[config.mk]
export PLATFORM = sky130hd
export DESIGN_NAME = ivTimer
export DESIGN_NICKNAME = d
export VERILOG_FILES = /design/src/rtl/ivt_pkg.sv /design/src/rtl/ivt_ctrl.sv /design/src/rtl/ivt_datapath.sv /design/src/rtl/ivTimer.sv
export SDC_FILE = /design/constraint.sdc
export NUM_CORES = 1
export LEC_CHECK = 0
export BUFFER_PORTS_ARGS = -buffer_cell sky130_fd_sc_hd__buf_2
export CELL_PAD_IN_SITES_DETAIL_PLACEMENT = 1
export CELL_PAD_IN_SITES_GLOBAL_PLACEMENT = 2
export CORE_UTILIZATION = 35
export DETAILED_ROUTE_END_ITERATION = 8
export GPL_ROUTABILITY_DRIVEN = 0
export PLACE_DENSITY = 0.8
export SLEW_MARGIN = 15
export SYNTH_ARGS = -nofsm -noshare
export SYNTH_HDL_FRONTEND = slang
export SYNTH_SLANG_ARGS = --single-unit
[constraint.sdc]
create_clock -name clk -period 6.13 [get_ports clk]
set_input_delay 0.613 -clock clk [delete_from_list [all_inputs] [get_ports clk]]
set_output_delay 0.613 -clock clk [all_outputs]
set_load 0.01 [all_outputs]
[src/rtl/ivt_pkg.sv]
package ivt_pkg;
  localparam logic [2:0] ADDR_STATUS = 3'd0;
  localparam logic [2:0] ADDR_CTRL   = 3'd1;
  localparam logic [2:0] ADDR_PER_LO = 3'd2;
  localparam logic [2:0] ADDR_PER_HI = 3'd3;
  localparam logic [2:0] ADDR_CAP_LO = 3'd4;
  localparam logic [2:0] ADDR_CAP_HI = 3'd5;

  // strobes from control to datapath
  typedef struct packed {
    logic wrLo;
    logic wrHi;
    logic loadFixed;
    logic snapTake;
    logic run;
  } dpCmd_t;
endpackage

[src/rtl/ivt_ctrl.sv]
module ivt_ctrl
  import ivt_pkg::*;
#(
  parameter bit HAS_RUNCTL = 1'b1,
  parameter bit PERIOD_WR  = 1'b1
) (
  input  logic       clk,
  input  logic       rstN,
  input  logic       wrEn,
  input  logic [2:0] addr,
  input  logic [3:0] ctlBits,
  input  logic       cntZero,
  output dpCmd_t     cmd,
  output logic       toFlag,
  output logic       runFlag,
  output logic       intEn,
  output logic       contMode,
  output logic       irq
);
  logic isStatus, isCtl, periodWr, zeroHit, startReq, stopReq, runNext;

  assign isStatus = wrEn && (addr == ADDR_STATUS);
  assign isCtl    = wrEn && (addr == ADDR_CTRL);
  assign periodWr = wrEn && ((addr == ADDR_PER_LO) || (addr == ADDR_PER_HI));
  assign zeroHit  = runFlag && cntZero;
  assign startReq = isCtl && ctlBits[2];
  assign stopReq  = isCtl && ctlBits[3];

  generate
    if (HAS_RUNCTL) begin : gRunCtl
      always_comb begin
        if (stopReq)                     runNext = 1'b0;
        else if (startReq)               runNext = 1'b1;
        else if (periodWr)               runNext = 1'b0;
        else if (zeroHit && !contMode)   runNext = 1'b0;
        else                             runNext = runFlag;
      end
    end else begin : gFreeRun
      assign runNext = 1'b1;
    end
  endgenerate

  always_ff @(posedge clk or negedge rstN) begin
    if (!rstN) begin
      runFlag  <= !HAS_RUNCTL;
      toFlag   <= 1'b0;
      intEn    <= 1'b0;
      contMode <= 1'b0;
    end else begin
      runFlag <= runNext;
      if (zeroHit)       toFlag <= 1'b1;
      else if (isStatus) toFlag <= 1'b0;
      if (isCtl) begin
        intEn    <= ctlBits[0];
        contMode <= ctlBits[1];
      end
    end
  end

  always_comb begin
    cmd.wrLo      = PERIOD_WR && wrEn && (addr == ADDR_PER_LO);
    cmd.wrHi      = PERIOD_WR && wrEn && (addr == ADDR_PER_HI);
    cmd.loadFixed = !PERIOD_WR && periodWr;
    cmd.snapTake  = wrEn && ((addr == ADDR_CAP_LO) || (addr == ADDR_CAP_HI));
    cmd.run       = runFlag;
  end

  assign irq = toFlag && intEn;
endmodule

[src/rtl/ivt_datapath.sv]
module ivt_datapath
  import ivt_pkg::*;
#(
  parameter int unsigned HALF_W       = 16,
  parameter int unsigned FIXED_PERIOD = 99,
  parameter bit          PERIOD_WR    = 1'b1,
  localparam int unsigned CNT_W       = 2 * HALF_W
) (
  input  logic              clk,
  input  logic              rstN,
  input  dpCmd_t            cmd,
  input  logic [HALF_W-1:0] wrData,
  output logic [CNT_W-1:0]  cntVal,
  output logic [CNT_W-1:0]  periodVal,
  output logic [CNT_W-1:0]  snapVal,
  output logic              cntZero
);
  localparam logic [CNT_W-1:0] FIX_VAL = CNT_W'(FIXED_PERIOD);

  logic [HALF_W-1:0] periodLo, periodHi;
  logic [CNT_W-1:0]  newPeriod;

  generate
    if (PERIOD_WR) begin : gWrPeriod
      always_ff @(posedge clk or negedge rstN) begin
        if (!rstN) begin
          periodLo <= FIX_VAL[HALF_W-1:0];
          periodHi <= FIX_VAL[CNT_W-1:HALF_W];
        end else begin
          if (cmd.wrLo) periodLo <= wrData;
          if (cmd.wrHi) periodHi <= wrData;
        end
      end
    end else begin : gFixPeriod
      assign periodLo = FIX_VAL[HALF_W-1:0];
      assign periodHi = FIX_VAL[CNT_W-1:HALF_W];
    end
  endgenerate

  assign periodVal = {periodHi, periodLo};
  assign newPeriod = {cmd.wrHi ? wrData : periodHi, cmd.wrLo ? wrData : periodLo};
  assign cntZero   = (cntVal == '0);

  always_ff @(posedge clk or negedge rstN) begin
    if (!rstN) begin
      cntVal  <= FIX_VAL;
      snapVal <= '0;
    end else begin
      if (cmd.wrLo || cmd.wrHi) cntVal <= newPeriod;
      else if (cmd.loadFixed)   cntVal <= FIX_VAL;
      else if (cmd.run)         cntVal <= cntZero ? periodVal : cntVal - CNT_W'(1);
      if (cmd.snapTake) snapVal <= cntVal;
    end
  end
endmodule

[src/rtl/ivTimer.sv]
module ivTimer
  import ivt_pkg::*;
#(
  parameter int unsigned HALF_W       = 16,
  parameter int unsigned FIXED_PERIOD = 99,
  parameter bit          HAS_RUNCTL   = 1'b1,
  parameter bit          PERIOD_WR    = 1'b1,
  localparam int unsigned CNT_W       = 2 * HALF_W
) (
  input  logic              clk,
  input  logic              rstN,
  input  logic              wrEn,
  input  logic [2:0]        addr,
  input  logic [HALF_W-1:0] wrData,
  output logic [HALF_W-1:0] rdData,
  output logic              irq
);
  dpCmd_t           cmd;
  logic [CNT_W-1:0] cntVal, periodVal, snapVal;
  logic             cntZero, toFlag, runFlag, intEn, contMode;

  ivt_ctrl #(.HAS_RUNCTL(HAS_RUNCTL), .PERIOD_WR(PERIOD_WR)) ctrl_i (
    .clk(clk), .rstN(rstN), .wrEn(wrEn), .addr(addr), .ctlBits(wrData[3:0]),
    .cntZero(cntZero), .cmd(cmd), .toFlag(toFlag), .runFlag(runFlag),
    .intEn(intEn), .contMode(contMode), .irq(irq)
  );

  ivt_datapath #(.HALF_W(HALF_W), .FIXED_PERIOD(FIXED_PERIOD), .PERIOD_WR(PERIOD_WR)) dp_i (
    .clk(clk), .rstN(rstN), .cmd(cmd), .wrData(wrData), .cntVal(cntVal),
    .periodVal(periodVal), .snapVal(snapVal), .cntZero(cntZero)
  );

  always_comb begin
    case (addr)
      ADDR_STATUS: rdData = HALF_W'({runFlag, toFlag});
      ADDR_CTRL:   rdData = HALF_W'({contMode, intEn});
      ADDR_PER_LO: rdData = periodVal[HALF_W-1:0];
      ADDR_PER_HI: rdData = periodVal[CNT_W-1:HALF_W];
      ADDR_CAP_LO: rdData = snapVal[HALF_W-1:0];
      ADDR_CAP_HI: rdData = snapVal[CNT_W-1:HALF_W];
      default:     rdData = '0;
    endcase
  end
endmodule

==> results of run 1 <==
[cells in the mapped netlist, drive strengths merged, types with 2 or more instances]
| master | instances |
|---|---|
| a21oi | 2 |
| a31oi | 24 |
| a41o | 2 |
| a41oi | 2 |
| and2 | 2 |
| and3 | 2 |
| buf | 19 |
| clkbuf | 24 |
| dfrtp | 92 |
| dfstp | 8 |
| ha | 2 |
| inv | 9 |
| mux2 | 63 |
| mux2i | 73 |
| nand2 | 14 |
| nand2b | 2 |
| nand3 | 29 |
| nand3b | 3 |
| nand4 | 2 |
| nand4b | 3 |
| nor2 | 39 |
| nor3 | 5 |
| nor3b | 2 |
| nor4 | 7 |
| nor4b | 2 |
| o211ai | 13 |
| o21ai | 26 |
| o221ai | 9 |
| o22ai | 15 |
| o41ai | 3 |
| or3 | 3 |
| or3b | 2 |
| or4 | 6 |
| xnor2 | 8 |
| xor2 | 15 |
[how the worst min path moves through the flow]
stage                       endpoint  depth (start not counted)  slack, ns        startpoint
floorplan            ctrl_i.contMode                          0       0.32              rstN
global placement    dp_i.snapVal[24]                          2       0.46  dp_i.snapVal[24]
detailed placement  dp_i.snapVal[24]                          2       0.47  dp_i.snapVal[24]
CTS                 dp_i.snapVal[12]                          1       0.28              rstN
global route        dp_i.snapVal[28]                          1       0.30              rstN
finish              dp_i.snapVal[28]                          1       0.25              rstN
[where the power goes]
group	switching [mW]	leakage [nW]	total, mW	internal, mW
Sequential	0.273	1.24	1.17	0.902
Combinational	0.437	1.45	0.820	0.383
Clock	0.261	0.144	0.568	0.307
[state kept, by name, summed over array words and instances (netlist names)]
name / flops
dp_i.cntVal: 32
dp_i.snapVal: 32
dp_i.periodHi: 16
dp_i.periodLo: 16
ctrl_i.contMode: 1
ctrl_i.intEn: 1
ctrl_i.runFlag: 1
ctrl_i.toFlag: 1
[stage by stage]
step	std cells	power [mW]	worst slack (ns)	util
after global placement	760	1.95	3.15	0.383
final	776	2.56	3.05	0.401
after CTS	776	2.58	3.12	0.401
after detailed placement	760	2.00	3.09	0.383
after global routing	776	2.73	2.90	0.401
after floorplan	541	1.73	3.42	-
[layout make-up]
cell class	count	area, µm²
tap	216	270
timing repair buffer	46	255
clock inverter	4	22.5
clock buffer	12	267
sequential	100	2510
fill	1827	9580
inverter	10	37.5
multi-input combinational	388	3060
[worst max-delay path, stage by stage, from the launching register on]
cell and delay, ns:
dfrtp_1 0.44, or4_1 0.64, nor4_1 0.61, and4_1 0.98, nand3_1 0.17, o211ai_1 0.14
[cell families (layout without fill, tap and decap cells)]
logic type      Yosys count  count (layout)
simple gates            126             126
xor+xnor                 23              23
buf+inv                  53              72
fa+ha+maj                 2               2
compound gates          100             100
mux                     137             137
flops                   100             100
[metal layers]
| metal | wire length [µm] | GRT usage |
|---|---|---|
| met5 | 0 | 0 |
| met2 | 8030 | 0.342 |
| met3 | 614 | 0.0305 |
| met4 | 349 | 0.0920 |
| met1 | 8260 | 0.307 |
==> results.sh, run 1 <==
export IMPL_synthDistinctLibCells=52
export IMPL_status="complete, no violations"
export IMPL_initial_utilization=0.362
export IMPL_final_max_slew_viol_count=0
export IMPL_cts_setup_buffers=0
export IMPL_path_clk_slew_ns=0.07
export IMPL_yosys_area_share_simple=0.122
export IMPL_synth_top_area_frac=0.397
export IMPL_yosys_most_used_dff="dfrtp_1"
export IMPL_finalCritPeriodShare=0.503
export IMPL_reg2reg_slack_ns=3.05
export IMPL_synth_compound_area_frac=0.114
export IMPL_gr_total_overflow=0
export IMPL_htreeDepth=3
export IMPL_yosys_warnings=0
export IMPL_placed_cell_area_mm2=0.00613
export IMPL_ys_ff_latch=100
export IMPL_synth_edf_count=0
export IMPL_fp_dieH_um=131
export IMPL_maxSlewHeadroom=0.271
export IMPL_fin_nets=579
export IMPL_synth_nets=565
export IMPL_setup_violations=0
export IMPL_clkSinkCount=100
export IMPL_yosysTopAreaCell="dfrtp_1"
export IMPL_crit_required_ns=6.40
export IMPL_hpwlAfterDp_um=11500
export IMPL_rsz0062_at_grt="no"
export IMPL_clkLatencyLatePin_ns=0.36
export IMPL_dieArea_mm2=0.0171
export IMPL_cts_resized_gates=0
export IMPL_endpoint="dp_i.cntVal[21]"
export IMPL_crit_start="dp_i.cntVal[26]"
export IMPL_hold_slack_ns=0.252
export IMPL_syn_avg_cell_area_um2=10.7
export IMPL_syn_area_mm2=0.00580
export IMPL_die_w_um=131
export IMPL_drtIter0Drc=248
export IMPL_hp_class="input port to asynchronous set/reset pin"
export IMPL_area_growth_pct=10.8
export IMPL_fmax_ghz=0.325
export IMPL_grt_util_all_layers=0.220
export IMPL_finalHoldViolCount=0
export IMPL_final_area_mm2=0.00642
export IMPL_min_period_ns=3.08
export IMPL_vias=4464
export IMPL_ios=39
export IMPL_tightestPinTransition_ns=1.09
export IMPL_critical_path_peak_fanout=19
export IMPL_async_reset_ff_frac=1.00
export IMPL_antenna_found_initial=0
export IMPL_crit_arrival_ns=3.35
export IMPL_synth_mux_area_frac=0.252
export IMPL_timing_rr_end="dp_i.cntVal[21]"
export IMPL_r2r_cells=5
export IMPL_rr_startpoint="dp_i.cntVal[26]"
export IMPL_final_common_cell="dfrtp_1"
export IMPL_p_per_area_mw_per_mm2=399
export IMPL_worst_setup_path_end_kind="flip-flop"
export IMPL_leakagePower_nw=2.83
export IMPL_finalSetupTns_ns=0
export IMPL_synthCells=541
export IMPL_peakVddDrop_mv=0.167
export IMPL_cts_buffers=9
export IMPL_synth_xor_area_share=0.0348
export IMPL_synth_area_leaders="dfrtp_1 (40%), mux2i_1 (13%), mux2_2 (6.4%)"
export IMPL_drive_above_1_share=0.200
export IMPL_synth_adder_area_share=0.00432
export IMPL_start_kind="flip-flop"
export IMPL_drt_pass1_iter_count=4
export IMPL_wl_per_cell_um=22.2
export IMPL_cts_tree="yes"
export IMPL_wirelength_um=17300
export IMPL_cts_hold_buf=0
export IMPL_final_cell_mix="dfrtp_1 (92), mux2i_1 (73), nor2_1 (38), buf_2 (36), mux2_2 (33)"
export IMPL_core_area_mm2=0.0160
export IMPL_drc=0
export IMPL_antenna_left=0
export IMPL_port_buffers=38
export IMPL_diodes=0
export IMPL_rows=46
export IMPL_path_class="flip-flop to flip-flop"
export IMPL_synth_seq_area_share=0.434
export IMPL_grt_max_degree=56
export IMPL_root_buffer="clkbuf_16"
export IMPL_cap_violations=0
export IMPL_grt_pass1_vias=4790
export IMPL_via_per_inst=5.75
export IMPL_synth_top_family_by_area="multiplexers"
export IMPL_finalClockSkew_ns=0.00855
export IMPL_grt_pass1_wl_um=27900
export IMPL_cts_path_max_buffers=2
Note: power is estimated with default switching activity, not from simulation.
==> inputs of run 2 (changes only) <==
clock period = 3.18 ns   (was 6.13 ns; I/O delays follow)
==> run 2 against run 1 <==
  * Non-clock buffer count up 10
  * Global-route usage up 0.18 points
  * Critical endpoint is now dp_i.cntVal[22]
  * Sequential power up 94%
  * Highest routed layer unchanged
  * Clock-buffer cell count down 2
  * Worst setup slack worse by 2.4 ns
==> results.sh, run 2 (synthesized netlist as in run 1, its figures left out) <==
export IMPL_status="complete, no violations"
export IMPL_drt_pass1_iter_count=5
export IMPL_top_usage_layer="met2"
export IMPL_start_kind="flip-flop"
export IMPL_finalSetupTns_ns=0
export IMPL_critical_path_peak_fanout=8
export IMPL_fillers=1809
export IMPL_grt_pass1_vias=4608
export IMPL_min_period_ns=2.55
export IMPL_rows=46
export IMPL_top_regs="dp_i.cntVal x32, dp_i.snapVal x32"
export IMPL_antenna_left=0
export IMPL_final_cell_mix="dfrtp_1 (92), mux2i_1 (73), nor2_1 (38), buf_2 (36), mux2_2 (33)"
export IMPL_maxSlewHeadroom=0.295
export IMPL_gr_total_overflow=0
export IMPL_fin_nets=589
export IMPL_dieArea_mm2=0.0171
export IMPL_core_area_mm2=0.0160
export IMPL_initial_utilization=0.362
export IMPL_wl_per_cell_um=22.0
export IMPL_grtUsageMet1=0.315
export IMPL_fp_dieH_um=131
export IMPL_cts_tree="yes"
export IMPL_diodes=0
export IMPL_port_buffers=38
export IMPL_drive_above_1_share=0.214
export IMPL_finalHoldViolCount=0
export IMPL_cts_setup_buffers=0
export IMPL_placed_cell_area_mm2=0.00621
export IMPL_final_area_mm2=0.00653
export IMPL_crit_arrival_ns=2.83
export IMPL_leakagePower_nw=2.90
export IMPL_cts_resized_gates=0
export IMPL_htreeDepth=3
export IMPL_setup_violations=0
export IMPL_finalWorstSetupSlack_ns=0.628
export IMPL_fmax_ghz=0.392
export IMPL_via_per_inst=5.72
export IMPL_grt_use_met2=0.353
export IMPL_p_per_area_mw_per_mm2=782
export IMPL_root_buffer="clkbuf_16"
export IMPL_cap_violations=0
export IMPL_grt_use_met3=0.0326
export IMPL_cts_path_max_buffers=2
export IMPL_drtIter0Drc=331
export IMPL_final_common_cell="dfrtp_1"
export IMPL_grt_util_all_layers=0.222
export IMPL_clkLatencyLatePin_ns=0.36
export IMPL_clkSinkCount=100
export IMPL_cts_hold_buf=0
export IMPL_finalCritPeriodShare=0.802
export IMPL_finalClockSkew_ns=0.00919
export IMPL_hp_class="input port to asynchronous set/reset pin"
export IMPL_path_clk_slew_ns=0.07
export IMPL_ios=39
export IMPL_worst_setup_path_end_kind="flip-flop"
export IMPL_rsz0062_at_grt="no"
export IMPL_crit_required_ns=3.46
export IMPL_wirelength_um=17300
export IMPL_antenna_found_initial=0
export IMPL_final_util=0.408
export IMPL_drc=0
export IMPL_peakVddDrop_mv=0.330
export IMPL_cts_buffers=9
export IMPL_hpwlAfterDp_um=11900
export IMPL_tightestPinTransition_ns=1.06
export IMPL_die_w_um=131
export IMPL_area_growth_pct=12.7
export IMPL_grt_pass1_wl_um=28100
export IMPL_final_max_slew_viol_count=0
export IMPL_grt_max_degree=80
export IMPL_dp_slack_ns=0.627
export IMPL_path_class="flip-flop to flip-flop"
export IMPL_vias=4492
## run 2: cell count changes in the layout (fill, tap and decap cells not counted)
cell | previous run | this run
bufinv_16 | 0 | 2
clkbuf_8 | 3 | 1
buf_4 | 10 | 20
clkinv_2 | 3 | 2
inv_6 | 0 | 1
## run 2: cell type report
cell class	instances	area, µm²	area share
clock buffers	10	239	0.0366
clock inverters	6	86.3	0.0132
inverters	10	37.5	0.00575
multi-input cells	388	3060	0.468
flip-flops and latches	100	2510	0.385
well taps	216	270	0.0414
repair buffers	56	330	0.0506
## run 2: path summary, 6_finish.rpt
path | from | endpoint | slack (ns) | cells after the start
max in group asynchronous | rstN | dp_i.periodLo[0] | 2.15 | 2
min in group clk | wrData[5] | dp_i.periodHi[5] | 0.21 | 2
hold / removal | rstN | dp_i.periodLo[8] | 0.16 | 1
hold reg to reg | dp_i.snapVal[27] | dp_i.snapVal[27] | 0.50 | 1
setup / recovery | dp_i.cntVal[4] | dp_i.cntVal[22] | 0.63 | 5
setup reg to reg | dp_i.cntVal[4] | dp_i.cntVal[22] | 0.63 | 5
## run 2: critical path, cell delays in order, from the launching register on
cell and delay (ns):
dfrtp_1 0.49, or4_1 0.69, nor4_2 0.70, nand4b_1 0.24, xor2_1 0.20, o211ai_1 0.15
## run 2: routing by layer
layer / part of all wire / routed length, µm
met4: 0.013 / 220
met1: 0.48 / 8230
met5: 0 / 0
met3: 0.035 / 611
met2: 0.48 / 8250
## run 2: power breakdown
part | total, mW | switching [mW] | leakage, nW | internal [mW]
logic | 1.61 | 0.857 | 1.50 | 0.758
registers | 2.27 | 0.533 | 1.24 | 1.74
clock network | 1.22 | 0.510 | 0.159 | 0.711
total | 5.11 | 1.90 | 2.90 | 3.21
## run 2: per-stage QoR
stage	instances	power, mW	hold slack, ns
global route	786	5.43	0.223
finish	786	5.11	0.155
detailed placement	770	3.90	0.483
global placement	770	3.81	0.468
CTS	786	5.14	0.188
floorplan	541	3.33	0.0224
